**config.mk**
```make
export PLATFORM = sky130hd
export DESIGN_NAME = t1_line_codec
export DESIGN_NICKNAME = d
export VERILOG_FILES = /design/src/rtl/t1lc_pkg.sv /design/src/rtl/t1lc_viol_fsm.sv /design/src/rtl/t1lc_encoder.sv /design/src/rtl/t1lc_decoder.sv /design/src/rtl/t1_line_codec.sv
export SDC_FILE = /design/constraint.sdc
export NUM_CORES = 1
export LEC_CHECK = 0
export BUFFER_PORTS_ARGS = -buffer_cell sky130_fd_sc_hd__clkbuf_2
export CAP_MARGIN = 10
export CELL_PAD_IN_SITES_DETAIL_PLACEMENT = 0
export CELL_PAD_IN_SITES_GLOBAL_PLACEMENT = 1
export CORE_AREA = 2 2 73 75
export DETAILED_ROUTE_END_ITERATION = 10
export DIE_AREA = 0 0 75 77
export PLACE_DENSITY_LB_ADDON = 0.1
export SYNTH_ARGS = -nofsm -noshare
export SYNTH_HDL_FRONTEND = slang
export SYNTH_SLANG_ARGS = --single-unit
```
**constraint.sdc**
```tcl
create_clock -name clk -period 2.7 [get_ports clk]
set_input_delay 0.135 -clock clk [delete_from_list [all_inputs] [get_ports clk]]
set_output_delay 0.135 -clock clk [all_outputs]
set_load 0.005 [all_outputs]
```
**src/rtl/t1lc_pkg.sv**
```systemverilog
package t1lc_pkg;

    // Length of the zero run replaced by one substitution block.
    localparam int SUBST_LEN = 8;
    localparam int FILL_W    = $clog2(SUBST_LEN + 1);

    // Transmit window symbol tags.
    typedef enum logic [1:0] {
        SYM_SPACE = 2'd0,
        SYM_MARK  = 2'd1,
        SYM_VIOL  = 2'd2,
        SYM_BAL   = 2'd3
    } enc_sym_t;

    // Violation request state machine.
    typedef enum logic [1:0] {
        VI_IDLE  = 2'd0,
        VI_ARMED = 2'd1,
        VI_HELD  = 2'd2
    } vi_state_t;

    // Transmit output mode.
    typedef enum logic [1:0] {
        LM_DATA   = 2'd0,
        LM_SILENT = 2'd1,
        LM_ONES   = 2'd2
    } line_mode_t;

    // Class of a receive slot leaving the window.
    typedef enum logic [1:0] {
        RS_SPACE = 2'd0,
        RS_DATA  = 2'd1,
        RS_SUBST = 2'd2,
        RS_BAD   = 2'd3
    } rx_class_t;

    typedef struct packed {
        logic mark;  // at least one rail high
        logic pos;   // positive polarity
        logic dbl;   // both rails high
        logic clr;   // absorbed into a removed substitution
    } rx_slot_t;

    // Substitution symbol per window slot, slot 0 being the newest.
    function automatic enc_sym_t subst_sym(input int idx);
        enc_sym_t s;
        case (idx)
            0, 3:    s = SYM_BAL;
            1, 4:    s = SYM_VIOL;
            default: s = SYM_SPACE;
        endcase
        return s;
    endfunction

    // Slots whose mark is opposite to the mark preceding the block.
    function automatic logic subst_flip(input int idx);
        return (idx == 1) || (idx == 3);
    endfunction

endpackage

```
**src/rtl/t1lc_viol_fsm.sv**
```systemverilog
module t1lc_viol_fsm
    import t1lc_pkg::*;
(
    input  logic clk,
    input  logic rst_n,
    input  logic req,
    input  logic take,
    output logic armed
);

    vi_state_t state_q, state_d;

    always_ff @(posedge clk or negedge rst_n) begin
        if (!rst_n) state_q <= VI_IDLE;
        else        state_q <= state_d;
    end

    always_comb begin
        state_d = state_q;
        unique case (state_q)
            VI_IDLE:  if (req)  state_d = VI_ARMED;
            VI_ARMED: if (take) state_d = req ? VI_HELD : VI_IDLE;
            VI_HELD:  if (!req) state_d = VI_IDLE;
            default:            state_d = VI_IDLE;
        endcase
    end

    always_comb begin
        armed = (state_q == VI_ARMED);
    end

    // a request still held high never re-arms the injector
    a_r4_no_rearm_while_held: assert property (@(posedge clk) disable iff (!rst_n)
        (state_q == VI_HELD && req) |=> (state_q != VI_ARMED));

    // an armed injector stays armed until a mark takes it
    a_r4_armed_until_taken: assert property (@(posedge clk) disable iff (!rst_n)
        (state_q == VI_ARMED && !take) |=> (state_q == VI_ARMED));

endmodule

```
**src/rtl/t1lc_encoder.sv**
```systemverilog
module t1lc_encoder
    import t1lc_pkg::*;
(
    input  logic clk,
    input  logic rst_n,
    input  logic bit_en,
    input  logic tx_bit,
    input  logic ami_only,
    input  logic viol_req,
    input  logic force_los,
    input  logic local_loop,
    output logic tx_pos,
    output logic tx_neg
);

    enc_sym_t          win_q [SUBST_LEN];
    enc_sym_t          win_d [SUBST_LEN];
    logic [FILL_W-1:0] fill_q;
    logic              last_pos_q;
    logic              run_ok;
    enc_sym_t          head;
    line_mode_t        mode;
    logic              mark, pol, take, armed;

    t1lc_viol_fsm u_viol (
        .clk   (clk),
        .rst_n (rst_n),
        .req   (viol_req),
        .take  (take),
        .armed (armed)
    );

    // Look-ahead window: a new zero completing eight real zeros
    // rewrites the whole window as a substitution block.
    always_comb begin
        run_ok = !ami_only && !tx_bit && (fill_q >= FILL_W'(SUBST_LEN - 1));
        for (int i = 0; i < SUBST_LEN - 1; i++) begin
            if (win_q[i] != SYM_SPACE) run_ok = 1'b0;
        end
        win_d[0] = run_ok ? subst_sym(0) : (tx_bit ? SYM_MARK : SYM_SPACE);
        for (int i = 1; i < SUBST_LEN; i++) begin
            win_d[i] = run_ok ? subst_sym(i) : win_q[i-1];
        end
    end

    always_comb begin
        head = win_q[SUBST_LEN-1];
        if (force_los)       mode = LM_SILENT;
        else if (local_loop) mode = LM_ONES;
        else                 mode = LM_DATA;
    end

    always_comb begin
        mark = 1'b0;
        pol  = 1'b0;
        take = 1'b0;
        unique case (mode)
            LM_SILENT: ;
            LM_ONES: begin
                mark = 1'b1;
                pol  = !last_pos_q;
            end
            LM_DATA: begin
                unique case (head)
                    SYM_SPACE: ;
                    SYM_MARK: begin
                        mark = 1'b1;
                        if (armed) begin
                            pol  = last_pos_q;
                            take = bit_en;
                        end else begin
                            pol  = !last_pos_q;
                        end
                    end
                    SYM_VIOL: begin
                        mark = 1'b1;
                        pol  = last_pos_q;
                    end
                    SYM_BAL: begin
                        mark = 1'b1;
                        pol  = !last_pos_q;
                    end
                    default: ;
                endcase
            end
            default: ;
        endcase
    end

    always_ff @(posedge clk or negedge rst_n) begin
        if (!rst_n) begin
            for (int i = 0; i < SUBST_LEN; i++) win_q[i] <= SYM_SPACE;
            fill_q     <= '0;
            last_pos_q <= 1'b0;
            tx_pos     <= 1'b0;
            tx_neg     <= 1'b0;
        end else if (bit_en) begin
            for (int i = 0; i < SUBST_LEN; i++) win_q[i] <= win_d[i];
            if (fill_q != FILL_W'(SUBST_LEN)) fill_q <= fill_q + 1'b1;
            if (mark) last_pos_q <= pol;
            tx_pos <= mark && pol;
            tx_neg <= mark && !pol;
        end
    end

    // rails move only on an enabled edge
    a_r3_rails_hold: assert property (@(posedge clk) disable iff (!rst_n)
        !bit_en |=> ($stable(tx_pos) && $stable(tx_neg)));

    // never both rails at once
    a_r3_rails_exclusive: assert property (@(posedge clk) disable iff (!rst_n)
        !(tx_pos && tx_neg));

    // forced loss-of-signal silences the line
    a_r5_los_silent: assert property (@(posedge clk) disable iff (!rst_n)
        (bit_en && force_los) |=> (!tx_pos && !tx_neg));

    // loopback sends a mark every period
    a_r6_loop_mark: assert property (@(posedge clk) disable iff (!rst_n)
        (bit_en && local_loop && !force_los) |=> (tx_pos != tx_neg));

endmodule

```
**src/rtl/t1lc_decoder.sv**
```systemverilog
module t1lc_decoder
    import t1lc_pkg::*;
(
    input  logic clk,
    input  logic rst_n,
    input  logic bit_en,
    input  logic rx_pos,
    input  logic rx_neg,
    input  logic ami_only,
    output logic rx_bit,
    output logic rx_viol
);

    rx_slot_t  win_q [SUBST_LEN];
    rx_slot_t  win_s [SUBST_LEN];
    rx_slot_t  win_d [SUBST_LEN];
    rx_slot_t  head;
    logic      last_pos_q, last_d;
    logic      match;
    rx_class_t cls;
    logic      bit_d, viol_d;

    always_comb begin
        head   = win_q[SUBST_LEN-1];
        last_d = last_pos_q;
        if (head.mark && !head.dbl && !head.clr) last_d = head.pos;

        win_s[0].mark = rx_pos | rx_neg;
        win_s[0].pos  = rx_pos & ~rx_neg;
        win_s[0].dbl  = rx_pos & rx_neg;
        win_s[0].clr  = 1'b0;
        for (int i = 1; i < SUBST_LEN; i++) win_s[i] = win_q[i-1];

        // Compare the shifted window with 000VB0VB relative to the
        // last mark that has left the window.
        match = !ami_only;
        for (int i = 0; i < SUBST_LEN; i++) begin
            if (subst_sym(i) == SYM_SPACE) begin
                if (win_s[i].mark) match = 1'b0;
            end else if (!win_s[i].mark || win_s[i].dbl || win_s[i].clr ||
                         (win_s[i].pos != (last_d ^ subst_flip(i)))) begin
                match = 1'b0;
            end
        end

        for (int i = 0; i < SUBST_LEN; i++) begin
            win_d[i] = win_s[i];
            if (match) win_d[i].clr = 1'b1;
        end
    end

    always_comb begin
        if (!head.mark)                            cls = RS_SPACE;
        else if (head.clr)                         cls = RS_SUBST;
        else if (head.dbl || head.pos == last_pos_q) cls = RS_BAD;
        else                                       cls = RS_DATA;

        bit_d  = 1'b0;
        viol_d = 1'b0;
        unique case (cls)
            RS_SPACE: ;
            RS_SUBST: ;
            RS_DATA:  bit_d = 1'b1;
            RS_BAD: begin
                bit_d  = 1'b1;
                viol_d = 1'b1;
            end
            default: ;
        endcase
    end

    always_ff @(posedge clk or negedge rst_n) begin
        if (!rst_n) begin
            for (int i = 0; i < SUBST_LEN; i++) win_q[i] <= '0;
            last_pos_q <= 1'b0;
            rx_bit     <= 1'b0;
            rx_viol    <= 1'b0;
        end else begin
            rx_viol <= bit_en && viol_d;
            if (bit_en) begin
                for (int i = 0; i < SUBST_LEN; i++) win_q[i] <= win_d[i];
                last_pos_q <= last_d;
                rx_bit     <= bit_d;
            end
        end
    end

    // strobe only follows an enabled edge
    a_r9_strobe_after_enable: assert property (@(posedge clk) disable iff (!rst_n)
        rx_viol |-> $past(bit_en));

    // decoded bit holds between enables
    a_r7_data_hold: assert property (@(posedge clk) disable iff (!rst_n)
        !bit_en |=> $stable(rx_bit));

endmodule

```
**src/rtl/t1_line_codec.sv**
```systemverilog
module t1_line_codec
    import t1lc_pkg::*;
(
    input  logic clk,
    input  logic rst_n,
    input  logic bit_en,
    input  logic tx_data,
    input  logic tx_ami_sel,
    input  logic viol_req,
    input  logic force_los,
    input  logic local_loop,
    output logic line_pos,
    output logic line_neg,
    input  logic rx_line_pos,
    input  logic rx_line_neg,
    input  logic rx_ami_sel,
    output logic rx_data,
    output logic rx_viol
);

    t1lc_encoder u_enc (
        .clk        (clk),
        .rst_n      (rst_n),
        .bit_en     (bit_en),
        .tx_bit     (tx_data),
        .ami_only   (tx_ami_sel),
        .viol_req   (viol_req),
        .force_los  (force_los),
        .local_loop (local_loop),
        .tx_pos     (line_pos),
        .tx_neg     (line_neg)
    );

    t1lc_decoder u_dec (
        .clk      (clk),
        .rst_n    (rst_n),
        .bit_en   (bit_en),
        .rx_pos   (rx_line_pos),
        .rx_neg   (rx_line_neg),
        .ami_only (rx_ami_sel),
        .rx_bit   (rx_data),
        .rx_viol  (rx_viol)
    );

endmodule

```
==> impl_metrics.tcl <==
set metrics [dict create \
    synthArstFlopShare_pct 100 \
    n_antenna_cell 0 \
    rsz0062_at_grt "no" \
    ys_seq_area_share_pct 58.0 \
    cellPowerDensity_mw_per_mm2 801 \
    drv_cap 0 \
    drt_first_pass_iters 4 \
    maxSlewHeadroom_pct 61.5 \
    die_h_um 77 \
    first_iter_violations 53 \
    syn_inst 201 \
    drive_above_1_share_pct 30.6 \
    crit_arrival_ns 1.73 \
    netlist_area_sq_mm 0.00259 \
    worstHoldStart "viol_req" \
    worst-path-buf-inv 0 \
    synth_most_common_cell "dfrtp_1" \
    synthTopCellsByArea "dfrtp_1 58%, mux2_2 15%, mux2i_1 4.3%" \
    hold_viol_final 0 \
    fin_total_pwr_mw 2.35 \
    grt_pass1_wl_mm 7.29 \
    p_leak_nw 1.45 \
    grt_overflow_total 0 \
    grt_max_degree 35 \
    vias 1601 \
    nFillCells 418 \
    die-area_sq_mm 0.00578 \
    yosysWarnings 0 \
    viasPerCell 5.35 \
    port_buffers 14 \
    wl_per_cell_um 14.0 \
    crit_type "register to register" \
    place_hpwl_mm 2.89 \
    post_cts_buffers 0 \
    min_period_ns 1.55 \
    clkTransAtPathRegs_ns 0.06 \
    cpMaxStageDelayCell "dfrtp_1" \
    clk_latency_ns 0.32 \
    ir_drop_mv 0.387 \
    cp_cell_sequence "nor3b_2 -> mux2_2 -> nand3_1 -> nand3_1" \
    max_freq_mhz 643 \
    finalSetupViolCount 0 \
    cts_buffers 9 \
    clkSinkCount 60 \
    track_usage_pct 16.7 \
    drt.antenna.violating_nets 0 \
    yosysUniqueCellTypes 31 \
    synth_commonest_cells "60 x dfrtp_1, 34 x mux2_2, 16 x nand2_1" \
    cp.required_ns 2.88 \
    cts_max_level 3 \
    startpoint_type "register" \
    wl_mm 4.20 \
    crit_top_cell "nand3_1" \
    start_util_pct 52.0 \
    die_w_um 75 \
    utilization_pct 58.9 \
    yosysTopAreaCellShare_pct 58.0 \
    yosys.area.top_type "dfrtp_1" \
    nNetsFinal 240 \
    syn_to_final_growth_pct 13.2 \
    grt_antenna_before_repair 0 \
    multi_input_area_sq_mm 0.00102 \
    crit_fanout 8 \
    clk_path_buf_depth 2 \
    synth-edff-count 0 \
    hold_path.class "input port to register" \
    yosys_register_bits 60 \
    status "completed" \
    syn_nets 217 \
    final_max_slew_viol_count 0 \
    worst_slew_pin_slew_ns 0.578 \
    cts_tree "done" \
    critPathCaptureType "register" \
    synth_ff_type "dfrtp_1" \
    core-area_sq_mm 0.00498 \
    min_period_over_period_pct 57.6 \
    num_rows 26 \
    max_stage_delay_ns 0.40 \
    drc 0 \
    cts_root_buffer "clkbuf_8" \
    ioPinCount 15 \
    gp_congestion 0.818 \
    startpoint "u_dec.head[0]$_DFFE_PN0P_" \
    fin_worst_skew_ns 0.00288 \
    syn_avg_cell_area_sq_um 12.9 \
    regArea_sq_mm 0.00150 \
    crit_family "simple AND/OR/NAND/NOR gates" \
    rr_startpoint "u_dec.head[0]$_DFFE_PN0P_" \
    setup_tns_ns 0 \
    first_global_vias 1618 \
]
-- state kept, by name, summed over array words and instances (netlist names) --
| name | count |
|---|---|
| u_dec.win_d | 21 |
| u_enc.win_q | 14 |
| u_dec.win_q | 7 |
| u_dec.head | 4 |
| u_enc.fill_q | 4 |
| u_enc.head | 2 |
| u_enc.u_viol.state_q | 2 |
| u_dec.last_pos_q | 1 |
| u_dec.rx_bit | 1 |
| u_dec.rx_viol | 1 |
| u_enc.last_pos_q | 1 |
| u_enc.tx_neg | 1 |
| u_enc.tx_pos | 1 |
-- power by group --
part           switching (mW)  total, mW  leakage [nW]  internal, mW
Clock                   0.317      0.725        0.0937         0.408
Combinational           0.179      0.403         0.593         0.224
Sequential              0.142       1.22         0.761          1.08
-- layout by cell type, fill, tap and decap left out, types with 5 or more instances in the layout --
master    synthesis  final
nor3_1            5      5
clkbuf_8          0     12
inv_1             9      9
mux2_2           34     34
o21ai_0           6      6
nor2_1            5      5
dfrtp_1          60     60
mux2i_1          11     11
ha_1              5      5
nand3_1          10     10
clkbuf_2          0     14
nand2_1          16     16
-- stage by stage --
stage	hold WS (ns)	cell area, sq um	instances	setup slack (ns)
floorplan	-0.161	2590	201	1.33
global placement	0.0304	2740	282	1.05
detailed placement	0.0424	2740	282	0.984
CTS	0.0485	2930	299	1.15
global route	0.0681	2930	299	1.05
finish	0.0613	2930	299	1.15
-- timing repair --
action | 4_1_cts | 5_1_grt
resized for setup | 0 | 0
hold buffers | 1 | 0
hold endpoints to repair | 11 | 0
-- cells by family (layout without fill, tap and decap cells) --
group                      Yosys count  in the layout  share of synthesized area (%)
adders and majority gates            5              5                           2.42
DFF                                 60             60                           58.0
and+or+nand+nor                     58             58                           13.3
muxes                               45             45                           19.0
AOI/OAI and AO/OA                   14             14                           3.43
xor gates and xnor gates             4              4                           1.35
buffers and inverters               15             43                           2.46
-- worst paths after layout --
check	cells past startpoint	slack, ns	to
worst max-delay path	4	1.15	u_dec.win_q[20]$_DFFE_PN0P_
worst min-delay path	2	0.06	u_enc.u_viol.state_q[1]$_DFFE_PN0P_
worst max register to register	4	1.15	u_dec.win_q[20]$_DFFE_PN0P_
worst min register to register	1	0.50	u_dec.head[2]$_DFFE_PN0P_
max in group asynchronous	3	1.77	u_enc.win_q[8]$_DFFE_PN0P_
min in group asynchronous	2	0.24	u_dec.rx_bit$_DFFE_PN0P_
-- cell type report --
type,count,area share [%]
well taps,70,2.99
repair buffers,18,3.50
flip-flops and latches,60,51.2
clock buffers,15,6.02
clock inverters,1,0.171
inverters,9,1.15
multi-input cells,126,34.9
-- metal layers --
layer  up-vias  share of wire [%]  GRT usage [%]
li1        765                  -              -
met1       801                 49           23.7
met2        26                 46           24.0
met3         9                3.1           4.20
met4         0                2.0           7.50
met5         -                  0              0
Note: power is estimated with default switching activity, not from simulation.
